File: src/rtl/mou_pkg.sv
`timescale 1ns/1ps
package mou_pkg;
   typedef enum logic [1:0] {
      OP_LOAD  = 2'b00,
      OP_STORE = 2'b01,
      OP_FENCE = 2'b10,
      OP_NOP   = 2'b11
   } mou_op_e;
endpackage

File: src/rtl/mou_store_fifo.sv
`timescale 1ns/1ps
// Circular store buffer with a youngest-match lookup for load forwarding.
module mou_store_fifo #(
   parameter int AW    = 16,
   parameter int DW    = 32,
   parameter int DEPTH = 8,
   localparam int PW   = $clog2(DEPTH),
   localparam int CW   = PW + 1
) (
   input  logic          clk,
   input  logic          rst_n,
   input  logic          push,
   input  logic [AW-1:0] push_addr,
   input  logic [DW-1:0] push_data,
   input  logic          pop,
   output logic          full,
   output logic          empty,
   output logic [CW-1:0] count,
   output logic [AW-1:0] head_addr,
   output logic [DW-1:0] head_data,
   input  logic [AW-1:0] lk_addr,
   output logic          lk_hit,
   output logic [DW-1:0] lk_data
);
   logic [AW-1:0] addr_q [DEPTH];
   logic [DW-1:0] data_q [DEPTH];
   logic [PW-1:0] head_q, tail_q;
   logic [CW-1:0] cnt_q;

   always_ff @(posedge clk or negedge rst_n) begin
      if (!rst_n) begin
         head_q <= '0;
         tail_q <= '0;
         cnt_q  <= '0;
      end else begin
         if (push) tail_q <= tail_q + PW'(1);
         if (pop)  head_q <= head_q + PW'(1);
         cnt_q <= cnt_q + CW'(push) - CW'(pop);
      end
   end

   always_ff @(posedge clk) begin
      if (push) begin
         addr_q[tail_q] <= push_addr;
         data_q[tail_q] <= push_data;
      end
   end

   assign full      = (cnt_q == CW'(DEPTH));
   assign empty     = (cnt_q == '0);
   assign count     = cnt_q;
   assign head_addr = addr_q[head_q];
   assign head_data = data_q[head_q];

   // Scan from oldest to youngest; a later match overrides, leaving the youngest.
   always_comb begin
      lk_hit  = 1'b0;
      lk_data = '0;
      for (int i = 0; i < DEPTH; i++) begin
         if ((CW'(i) < cnt_q) && (addr_q[head_q + PW'(i)] == lk_addr)) begin
            lk_hit  = 1'b1;
            lk_data = data_q[head_q + PW'(i)];
         end
      end
   end
endmodule

File: src/rtl/mou_watchlist.sv
`timescale 1ns/1ps
// Small address list that a pending address-aware fence compares accesses against.
module mou_watchlist #(
   parameter int AW      = 16,
   parameter int ENTRIES = 4,
   localparam int IW     = $clog2(ENTRIES)
) (
   input  logic          clk,
   input  logic          rst_n,
   input  logic          wr_en,
   input  logic [IW-1:0] wr_idx,
   input  logic [AW-1:0] wr_addr,
   input  logic          clear,
   input  logic [AW-1:0] chk_addr,
   output logic          hit
);
   logic [ENTRIES-1:0] match;

   for (genvar g = 0; g < ENTRIES; g++) begin : g_ent
      logic          vld_q;
      logic [AW-1:0] addr_q;

      always_ff @(posedge clk or negedge rst_n) begin
         if (!rst_n) begin
            vld_q  <= 1'b0;
            addr_q <= '0;
         end else if (wr_en && (wr_idx == IW'(g))) begin
            vld_q  <= 1'b1;
            addr_q <= wr_addr;
         end else if (clear) begin
            vld_q  <= 1'b0;
         end
      end

      assign match[g] = vld_q && (addr_q == chk_addr);
   end

   assign hit = |match;
endmodule

File: src/rtl/mou_fence_ctrl.sv
`timescale 1ns/1ps
// Tracks the single outstanding fence: how many older stores remain and its mode.
module mou_fence_ctrl #(
   parameter int CW = 4
) (
   input  logic          clk,
   input  logic          rst_n,
   input  logic          fence_fire,
   input  logic          mode_in,
   input  logic [CW-1:0] occ_after,
   input  logic          drain,
   output logic          busy,
   output logic          aware,
   output logic          retire
);
   logic [CW-1:0] pend_q;
   logic          busy_q, aware_q;

   always_ff @(posedge clk or negedge rst_n) begin
      if (!rst_n) begin
         pend_q  <= '0;
         busy_q  <= 1'b0;
         aware_q <= 1'b0;
      end else if (fence_fire) begin
         pend_q  <= occ_after;
         busy_q  <= (occ_after != '0);
         aware_q <= mode_in;
      end else if (busy_q && drain) begin
         pend_q <= pend_q - CW'(1);
         if (pend_q == CW'(1)) busy_q <= 1'b0;
      end
   end

   assign busy   = busy_q;
   assign aware  = aware_q;
   assign retire = (fence_fire && (occ_after == '0)) ||
                   (busy_q && drain && (pend_q == CW'(1)));
endmodule

File: src/rtl/mou_ordering_unit.sv
`timescale 1ns/1ps
// Total-store-order unit with FIFO store buffer and conservative/watchlist fences.
module mou_ordering_unit
   import mou_pkg::*;
#(
   parameter int AW         = 16,
   parameter int DW         = 32,
   parameter int SB_DEPTH   = 8,
   parameter int WL_ENTRIES = 4,
   localparam int IW        = $clog2(WL_ENTRIES)
) (
   input  logic          clk,
   input  logic          rst_n,
   input  logic          req_valid,
   output logic          req_ready,
   input  logic [1:0]    req_op,
   input  logic [AW-1:0] req_addr,
   input  logic [DW-1:0] req_wdata,
   input  logic          fence_mode,
   input  logic          wl_we,
   input  logic [IW-1:0] wl_idx,
   input  logic [AW-1:0] wl_addr,
   input  logic          mem_ready,
   output logic          mem_valid,
   output logic          mem_we,
   output logic [AW-1:0] mem_addr,
   output logic [DW-1:0] mem_wdata,
   input  logic [DW-1:0] mem_rdata,
   output logic          rsp_valid,
   output logic [DW-1:0] rsp_data
);
   localparam int CW = $clog2(SB_DEPTH) + 1;

   if (SB_DEPTH < 2 || (SB_DEPTH & (SB_DEPTH - 1)) != 0) begin : g_bad_depth
      $error("SB_DEPTH must be a power of two of at least 2");
   end
   if (WL_ENTRIES < 2 || (WL_ENTRIES & (WL_ENTRIES - 1)) != 0) begin : g_bad_wl
      $error("WL_ENTRIES must be a power of two of at least 2");
   end
   if (AW < 1 || DW < 1) begin : g_bad_width
      $error("AW and DW must be positive");
   end

   mou_op_e op;
   assign op = mou_op_e'(req_op);

   logic          sb_full, sb_empty, fwd_hit, wl_hit;
   logic [CW-1:0] sb_count;
   logic [AW-1:0] head_addr;
   logic [DW-1:0] head_data, fwd_data;
   logic          fence_busy, fence_aware, fence_retire;
   logic          fence_block, load_fire, store_fire, fence_fire, load_miss, drain;
   logic [CW-1:0] occ_after;

   // A pending fence holds an access if it is conservative, or if the address is watched.
   assign fence_block = fence_busy && (!fence_aware || wl_hit);

   always_comb begin
      unique case (op)
         OP_LOAD:  req_ready = !fence_block && (fwd_hit || mem_ready);
         OP_STORE: req_ready = !fence_block && !sb_full;
         OP_FENCE: req_ready = !fence_busy;
         default:  req_ready = 1'b1;
      endcase
   end

   assign load_fire  = req_valid && req_ready && (op == OP_LOAD);
   assign store_fire = req_valid && req_ready && (op == OP_STORE);
   assign fence_fire = req_valid && req_ready && (op == OP_FENCE);
   assign load_miss  = load_fire && !fwd_hit;
   assign drain      = !sb_empty && mem_ready && !load_miss;
   assign occ_after  = sb_count - CW'(drain);

   mou_store_fifo #(
      .AW(AW), .DW(DW), .DEPTH(SB_DEPTH)
   ) u_sb (
      .clk       (clk),
      .rst_n     (rst_n),
      .push      (store_fire),
      .push_addr (req_addr),
      .push_data (req_wdata),
      .pop       (drain),
      .full      (sb_full),
      .empty     (sb_empty),
      .count     (sb_count),
      .head_addr (head_addr),
      .head_data (head_data),
      .lk_addr   (req_addr),
      .lk_hit    (fwd_hit),
      .lk_data   (fwd_data)
   );

   mou_watchlist #(
      .AW(AW), .ENTRIES(WL_ENTRIES)
   ) u_wl (
      .clk      (clk),
      .rst_n    (rst_n),
      .wr_en    (wl_we),
      .wr_idx   (wl_idx),
      .wr_addr  (wl_addr),
      .clear    (fence_retire),
      .chk_addr (req_addr),
      .hit      (wl_hit)
   );

   mou_fence_ctrl #(
      .CW(CW)
   ) u_fence (
      .clk        (clk),
      .rst_n      (rst_n),
      .fence_fire (fence_fire),
      .mode_in    (fence_mode),
      .occ_after  (occ_after),
      .drain      (drain),
      .busy       (fence_busy),
      .aware      (fence_aware),
      .retire     (fence_retire)
   );

   // Memory port: a load miss wins the port; otherwise the oldest store drains.
   assign mem_valid = load_miss || drain;
   assign mem_we    = drain;
   assign mem_addr  = load_miss ? req_addr : head_addr;
   assign mem_wdata = head_data;

   logic          rsp_q, fwd_sel_q;
   logic [DW-1:0] fwd_data_q;

   always_ff @(posedge clk or negedge rst_n) begin
      if (!rst_n) begin
         rsp_q      <= 1'b0;
         fwd_sel_q  <= 1'b0;
         fwd_data_q <= '0;
      end else begin
         rsp_q     <= load_fire;
         fwd_sel_q <= load_fire && fwd_hit;
         if (load_fire && fwd_hit) fwd_data_q <= fwd_data;
      end
   end

   assign rsp_valid = rsp_q;
   assign rsp_data  = fwd_sel_q ? fwd_data_q : mem_rdata;
endmodule

File: config.mk
export PLATFORM = sky130hd
export DESIGN_NAME = mou_ordering_unit
export DESIGN_NICKNAME = d
export VERILOG_FILES = /design/src/rtl/mou_pkg.sv /design/src/rtl/mou_store_fifo.sv /design/src/rtl/mou_watchlist.sv /design/src/rtl/mou_fence_ctrl.sv /design/src/rtl/mou_ordering_unit.sv
export SDC_FILE = /design/constraint.sdc
export NUM_CORES = 2
export LEC_CHECK = 0
export BUFFER_PORTS_ARGS = -buffer_cell sky130_fd_sc_hd__buf_2
export CORE_MARGIN = 1
export CORE_UTILIZATION = 30
export CTS_BUF_LIST = sky130_fd_sc_hd__clkbuf_8
export DETAILED_ROUTE_END_ITERATION = 16
export GPL_TIMING_DRIVEN = 0
export PLACE_DENSITY = 0.46
export SLEW_MARGIN = 30
export SYNTH_ARGS = -nofsm -noshare
export SYNTH_HDL_FRONTEND = slang
export SYNTH_SLANG_ARGS = --single-unit
File: constraint.sdc
create_clock -name clk -period 13.7 [get_ports clk]
set_input_delay 1.37 -clock clk [delete_from_list [all_inputs] [get_ports clk]]
set_output_delay 1.37 -clock clk [all_outputs]
set_load 0.01 [all_outputs]
=== Yosys cells after proc, flatten, opt, wreduce, memory -nomap -nowiden ===
Memory sizes are Yosys's and may differ from the RTL's.
Index checks and enable logic that the tools add are counted.

* $add $sub $neg: 12
* Order comparisons: 8
* Equal/unequal tests: 19
* Multiplexer cells: 31
* Reduce and logical (&&, ||, !) cells: 54

{| class="wikitable"
|+ Operator list
! operator !! number
|-
| two-way mux 32 bit || 9
|-
| == test 16 bit || 12
|-
| logical AND 1 bit || 30
|-
| two-way mux 1 bit || 18
|-
| less-than comparator 3 x 4 -> 1 bit, first input constant || 4
|-
| two-way mux 16 bit || 1
|-
| adder 3 bit, second input constant || 4
|-
| nonzero test 2 bit || 6
|-
| zero test 4 bit || 2
|-
| less-than comparator 1 x 4 -> 1 bit, first input constant || 2
|-
| less-than comparator 2 x 4 -> 1 bit, first input constant || 2
|-
| two-way mux 4 bit || 2
|-
| subtractor 4 x 1 -> 4 bit || 2
|-
| zero test 1 bit || 7
|-
| adder 3 x 1 -> 3 bit, second input constant || 2
|-
| adder 3 x 2 -> 3 bit, second input constant || 2
|-
| == test 2 bit, second input constant || 3
|-
| adder 4 x 1 -> 4 bit || 1
|-
| == test 2 x 1 -> 1 bit, second input constant || 2
|-
| == test 4 x 1 -> 1 bit, second input constant || 1
|-
| == test 4 bit, second input constant || 1
|-
| zero test 2 bit || 2
|-
| logical OR 1 bit || 4
|-
| nonzero test 4 bit || 1
|-
| other kinds (4) || 4
|}

* Register bits after elaboration: 118
* Memories kept: 2
* Output and inout bits: 84
* Word-level logic and storage cells: 143
* RAM bits: 384
* Input bits: 106

{| class="wikitable"
|+ Memories
! memory !! depth !! bits a word !! read ports !! clocked after memory_dff !! write ports !! RTL line !! text
|-
| u_sb.data_q || 8 || 32 || 8 || 0 || 1 || mou_store_fifo.sv:26 || <nowiki>logic [DW-1:0] data_q [DEPTH];</nowiki>
|-
| u_sb.addr_q || 8 || 16 || 8 || 0 || 1 || mou_store_fifo.sv:25 || <nowiki>logic [AW-1:0] addr_q [DEPTH];</nowiki>
|}

=== Logic depth before layout (Yosys ltp) ===
An unclocked memory read counts as a cell.

* Word-level depth: 25
* Gate-level depth with buffers: 28
* Depth with buffers taken out: 18

=== By module ===
From an unflattened synthesis, not the netlist that was laid out.

* Cell total of the unflattened synthesis: 2,926
* Area total of the unflattened synthesis: 36,772.8 sq um

{| class="wikitable"
|+ Modules (own cells, without submodules)
! module !! cells an instance !! seq. area each (sq um) !! times used !! area an instance (sq um)
|-
| mou_store_fifo || 2,503 || 11,781.3 || 1 || 31,178.7
|-
| mou_watchlist || 237 || 1,701.6 || 1 || 3,223.1
|-
| mou_ordering_unit || 152 || 850.8 || 1 || 2,009.4
|-
| mou_fence_ctrl || 34 || 150.1 || 1 || 361.6
|}

=== Least setup slack after synthesis ===
No wires, ideal clock.

* Path kind: input -> register
* Start point: input req_addr[14]
* End point: memory u_sb.addr_q[3][0] (enable)
* Buffers on the path: 2
* Setup slack: 5.434 ns
* Cell stages on the path: 9
* Setup time: 0.573 ns
* Required time: 13.127 ns
* Arrival: 7.694 ns
* Path through: clkbuf_1 -> clkbuf_1 -> xor2_1 -> nor3_1 -> nand4_1 -> o22ai_1 -> o41ai_1 -> nand2_1 -> nor4_1

* Longest elaborated chain between the ends: 17
* Elaborated cells between the ends (all ways): 44
* Classes of those cells: 12 x eq/ne; 11 x mux; 21 x reduce/logical

{| class="wikitable"
|+ RTL lines
! element !! RTL line !! text
|-
| from (decl) || mou_ordering_unit.sv:17 || <nowiki>input logic [AW-1:0] req_addr,</nowiki>
|-
| == test 16 bit || mou_store_fifo.sv:60 || <nowiki>if ((CW'(i) < cnt_q) && (addr_q[head_q + PW'(i)] == lk_addr)) begin</nowiki>
|-
| logical AND 1 bit || mou_store_fifo.sv:60 ||
|-
| two-way mux 1 bit (8 in series) || mou_store_fifo.sv:60 ||
|-
| logical OR 1 bit || mou_ordering_unit.sv:60 || <nowiki>OP_LOAD: req_ready = !fence_block && (fwd_hit || mem_ready);</nowiki>
|-
| logical AND 1 bit || mou_ordering_unit.sv:60 ||
|-
| one-hot mux 1 bit (3 select lines) (*) || mou_ordering_unit.sv:59 || <nowiki>unique case (op)</nowiki>
|-
| logical AND 1 bit (*) (2 in series) || mou_ordering_unit.sv:68 || <nowiki>assign store_fire = req_valid && req_ready && (op == OP_STORE);</nowiki>
|-
| two-way mux 1 bit (*) || mou_store_fifo.sv:43 || <nowiki>if (push) begin</nowiki>
|-
| two-way mux 1 bit (implied by the code) (*) || mou_store_fifo.sv:44 || <nowiki>addr_q[tail_q] <= push_addr;</nowiki>
|-
| to (decl) || mou_store_fifo.sv:25 ||
|}

Every way passes the cells marked *; elsewhere a longest branch is shown, timed or not.

=== Final worst setup path ===
* Start point: register u_sb.head_q[0]
* End point: output mem_addr[10]

* Longest elaborated chain between the ends: 18
* Elaborated cells between the ends (all ways): 40
* Classes of those cells: 7 x add/sub; 8 x eq/ne; 10 x mux; 14 x reduce/logical; 1 x memory

{| class="wikitable"
|+ RTL lines
! element !! RTL line !! text
|-
| from (decl) || mou_store_fifo.sv:27 || <nowiki>logic [PW-1:0] head_q, tail_q;</nowiki>
|-
| from (signal assigned) || mou_store_fifo.sv:37 || <nowiki>if (pop) head_q <= head_q + PW'(1);</nowiki>
|-
| adder 3 x 1 -> 3 bit or memory read (8 x 16 bit) (tied branches) || n/a ||
|-
| memory read (8 x 16 bit) (*) || n/a ||
|-
| == test 16 bit or logical AND 1 bit (tied branches) || mou_store_fifo.sv:60 ||
|-
| logical AND 1 bit or two-way mux 1 bit (tied branches) || mou_store_fifo.sv:60 ||
|-
| two-way mux 1 bit (7 in series) || mou_store_fifo.sv:60 ||
|-
| logical OR 1 bit || mou_ordering_unit.sv:60 ||
|-
| logical AND 1 bit || mou_ordering_unit.sv:60 ||
|-
| one-hot mux 1 bit (3 select lines) || mou_ordering_unit.sv:59 ||
|-
| logical AND 1 bit (2 in series) || mou_ordering_unit.sv:67 || <nowiki>assign load_fire = req_valid && req_ready && (op == OP_LOAD);</nowiki>
|-
| logical AND 1 bit || mou_ordering_unit.sv:70 || <nowiki>assign load_miss = load_fire && !fwd_hit;</nowiki>
|-
| two-way mux 16 bit (*) || mou_ordering_unit.sv:123 || <nowiki>assign mem_addr = load_miss ? req_addr : head_addr;</nowiki>
|-
| to (decl) || mou_ordering_unit.sv:26 || <nowiki>output logic [AW-1:0] mem_addr,</nowiki>
|}

Marks and branches as above.

==> impl_metrics.csv <==
group,metric,value,unit
critical_path,crit_top_cell,"buf_2",
final_layout,drive_above_1_share,34.7,%
logic_synthesis,synth_warnings,0,
place,place_congestion,1.02,
timing,tightest_slew,1.12,ns
critical_path,cp_top_family,"buffers and inverters",
critical_path,cp.required,12.33,ns
final_layout,final_cell_mix,"mux4_2, nand2_1, edfxtp_1",
routing,routedWlPerCell,32.4,µm
final_layout,synthToLayoutAreaGrowth,14.9,%
clocking,tritoncts,"yes",
critical_path,cp_slowest_cell,"mux4_2",
routing,viasPerCell,6.05,
logic_synthesis,async_flop_share,23.5,%
critical_path,path_buf_inv,12,
critical_path,max_stage_delay,0.58,ns
place,dp_cells,4803,
critical_path,crit_chain,"buf_6, inv_2, buf_2, buf_4, buf_2, buf_2, ha_1, buf_2, buf_2, buf_2, mux4_2, xnor2_1, nor3_1, nand4_1, o21ai_0, nand4_1, nand4b_2, or4_4, buf_6, buf_8, mux2i_1, buf_2",
routing,vias,30100,
logic_synthesis,synth_top_cell_area_share,30.8,%
place,port-buffer-count,189,
timing,max_freq,96.0,MHz
critical_path,worstPathArrival,9.05,ns
logic_synthesis,yosysTopAreaCell,"edfxtp_1",
final_layout,fillers,12200,
routing,totalWireLength,161,mm
logic_synthesis,synth_cell_types,78,
critical_path,crit_fanout,10,
floorplan,start_util,30.3,%
run_status,status,"complete, but fails checks",
critical_path,r2r_slack,4.40,ns
global_routing,grt_usage,25.1,%
clocking,clkTransAtPathRegs,0.06,ns
logic_synthesis,muxShareOfSynthArea,36.4,%
floorplan,fp.coreArea,124000,µm²
floorplan,rows,129,
timing,final_hold_viol_count,0,
floorplan,fp.dieW,355,µm
logic_synthesis,ys_top_cells_by_area,"edfxtp_1, mux4_2, dfrtp_1",
logic_synthesis,ys_ff_latch,502,
logic_synthesis,synth_fp_nets,3029,
clocking,clk_path_buf_depth,3,
power_and_ir_drop,leakagePower,15.7,nW
power_and_ir_drop,peakVddDrop,202,µV
final_layout,design_area,43100,µm²
power_and_ir_drop,p_int,0.00535,W
clocking,numCtsBuffers,89,
routing,dr.pass1.iters,14,
power_and_ir_drop,swShare,48.4,%
global_routing,overflow,0,
clocking,cts_root_buf,"clkbuf_8",
run_status,violations,"design-rule violations",
job,maxCapViolCount,0,
global_routing,grt_pass1_vias,28500,
timing,setup_viol,0,
timing,period_share,76.0,%
logic_synthesis,netlist_area,37500,µm²
critical_path,critPathLaunchType,"register",
place,dpl_cell_area,41200,µm²
worst_hold_path,hold_class,"reg2reg",
clocking,ctsHtreeMaxLevel,3,
clocking,cts_sinks,502,
power_and_ir_drop,clockPowerShare,14.1,%
routing,drtAntennaViolNets,0,
timing,grt_setup_unrepaired,"false",
logic_synthesis,synth_top_family_by_area,"multiplexers",
floorplan,dieArea,126000,µm²
clocking,hold_buffers,0,
critical_path,crit_path_end_kind,"output port",
logic_synthesis,ys_seq_area_share,38.7,%
logic_synthesis,synthXorXnorAreaFrac,5.40,%
timing,relSlewSlack,25.4,%
place,dp_hpwl,116,mm
global_routing,grt_start_max_net_pins,64,
logic_synthesis,synth_ff_type,"edfxtp_1",
critical_path,crit_type,"reg2out",
final_layout,instances_no_fill,4972,
global_routing,antenna_found_initial,19,
power_and_ir_drop,power_frac_seq,17.7,%
final_layout,final_nets,3378,
floorplan,die_y,355,µm
floorplan,ioPinCount,190,
power_and_ir_drop,pwr-share-comb,68.2,%
logic_synthesis,synth_compound_area_share,5.43,%
routing,drc,34,
clocking,postCtsSetupBuffers,0,
logic_synthesis,synthAdderAreaFrac,0.521,%
clocking,ctsResizeCount,0,
power_and_ir_drop,switchingPower,0.00502,W
logic_synthesis,avgSynthCellArea,12.9,µm²
clocking,clock_latency,0.83,ns
timing,period_needed,10.42,ns
logic_synthesis,synth-edff-count,384,
timing,skew,0.0515,ns
final_layout,final_common_cell,"mux4_2",
routing,drt_iter0_drc,4443,
logic_synthesis,yosys.area_share.simple,9.63,%
timing,slew_violations,0,
logic_synthesis,syn-instance-count,2908,
global_routing,grt_pass1_wl,225,mm
power_and_ir_drop,p_per_area,241,nW/µm²
-- power groups by stage --
stage / Sequential [W] / Combinational (W) / Clock (W)
floorplan: 0.00183 / 0.00466 / 0
global placement: 0.00187 / 0.00690 / 0
detailed placement: 0.00186 / 0.00690 / 0
CTS: 0.00183 / 0.00693 / 0.00150
global route: 0.00185 / 0.00733 / 0.00156
finish: 0.00183 / 0.00706 / 0.00146
-- flip-flops by register name (all words and copies together) (netlist names) --
| register | count |
|---|---|
| u_sb.data_q | 256 |
| u_sb.addr_q | 128 |
| u_wl.g_ent.addr_q | 64 |
| fwd_data_q | 32 |
| u_fence.pend_q | 4 |
| u_sb.count | 4 |
| u_wl.g_ent.vld_q | 4 |
| u_sb.head_q | 3 |
| u_sb.tail_q | 3 |
| fwd_sel_q | 1 |
| rsp_valid | 1 |
| u_fence.aware | 1 |
| u_fence.busy | 1 |
-- worst register-to-register path, delay by kind of cell, from the launching register on --
kind,cells,cell delay (ns)
xor gates and xnor gates,1,0.16
muxes,1,0.59
AOI/OAI and AO/OA,3,0.59
buffers and inverters,11,3.69
and+or+nand+nor,8,2.76
adders and majority gates,3,0.86
DFF,1,0.54
-- area by class of cell --
cell class	instances	area [µm²]	area share [%]
clock inverters	67	463	1.08
flip-flops and latches	502	14500	33.6
inverters	32	120	0.279
clock buffers	95	1310	3.04
diodes	7	17.5	0.0407
well taps	1637	2050	4.76
multi-input cells	2111	21600	50.1
plain buffers	263	1430	3.31
repair buffers	258	1630	3.80
-- cell usage after synthesis (all sizes together), types with 3 or more instances --
cell	number
mux4	434
nand2	385
edfxtp	384
mux2i	224
xnor2	173
nand3	161
buf	157
mux2	139
dfrtp	118
clkbuf	106
a21oi	88
xor2	53
o22ai	40
a31oi	39
nor2	39
o31ai	37
nand2b	35
o22a	34
or2	33
nand4	26
inv	25
nor4	24
nor3	18
nor3b	15
o21ai	15
ha	14
a211oi	7
clkinv	7
a32oi	6
nand3b	6
nor2b	6
a221oi	5
a21o	4
and2	4
a21bo	3
and3	3
and3b	3
o211ai	3
o31a	3
or3	3
or4	3
-- final timing paths --
kind,startpoint,to,depth (start not counted)
worst min register to register,u_wl.g_ent[2].vld_q$_DFFE_PN0P_,u_wl.g_ent[2].vld_q$_DFFE_PN0P_,1
worst min-delay path,u_wl.g_ent[2].vld_q$_DFFE_PN0P_,u_wl.g_ent[2].vld_q$_DFFE_PN0P_,1
min in group asynchronous,rst_n,u_wl.g_ent[2].addr_q[4]$_DFFE_PN0P_,1
worst max-delay path,u_sb.head_q[0]$_DFFE_PN0P_,mem_addr[10],22
worst max register to register,u_sb.head_q[0]$_DFFE_PN0P_,u_wl.g_ent[3].vld_q$_DFFE_PN0P_,27
max in group asynchronous,rst_n,fwd_data_q[5]$_DFFE_PN0P_,2
-- through the flow --
step                utilization, %  TNS (ns)  setup WS, ns  hold WS [ns]  power, W
detailed placement            33.3         0          4.37         0.474   0.00876
CTS                           34.7         0          3.48         0.466    0.0103
floorplan                        -         0          5.43         0.443   0.00649
global route                  34.8         0          3.41         0.511    0.0107
finish                        34.8         0          3.28         0.483    0.0104
global placement              32.7   -495.96         -4.49         0.461   0.00877
-- layer usage --
layer	vias up	GRT usage, %	wire length (µm)
li1	12200	-	-
met2	1909	38.1	72300
met5	-	0	111
met1	15600	35.3	67500
met4	18	9.74	6180
met3	346	4.72	15000
-- kinds of logic (layout without fill, tap and decap cells) --
| kind of cell | count (synthesis) | count (layout) |
|---|---|---|
| buffers and inverters | 295 | 715 |
| AND/OR/NAND/NOR | 769 | 769 |
| multiplexers | 797 | 797 |
| XOR/XNOR | 226 | 226 |
| other | 0 | 7 |
| adder cells (fa/ha/maj) | 15 | 15 |
| AO/OA/AOI/OAI | 304 | 304 |
| flip-flops | 502 | 502 |
No activity file was read; power rests on OpenSTA's default activity.
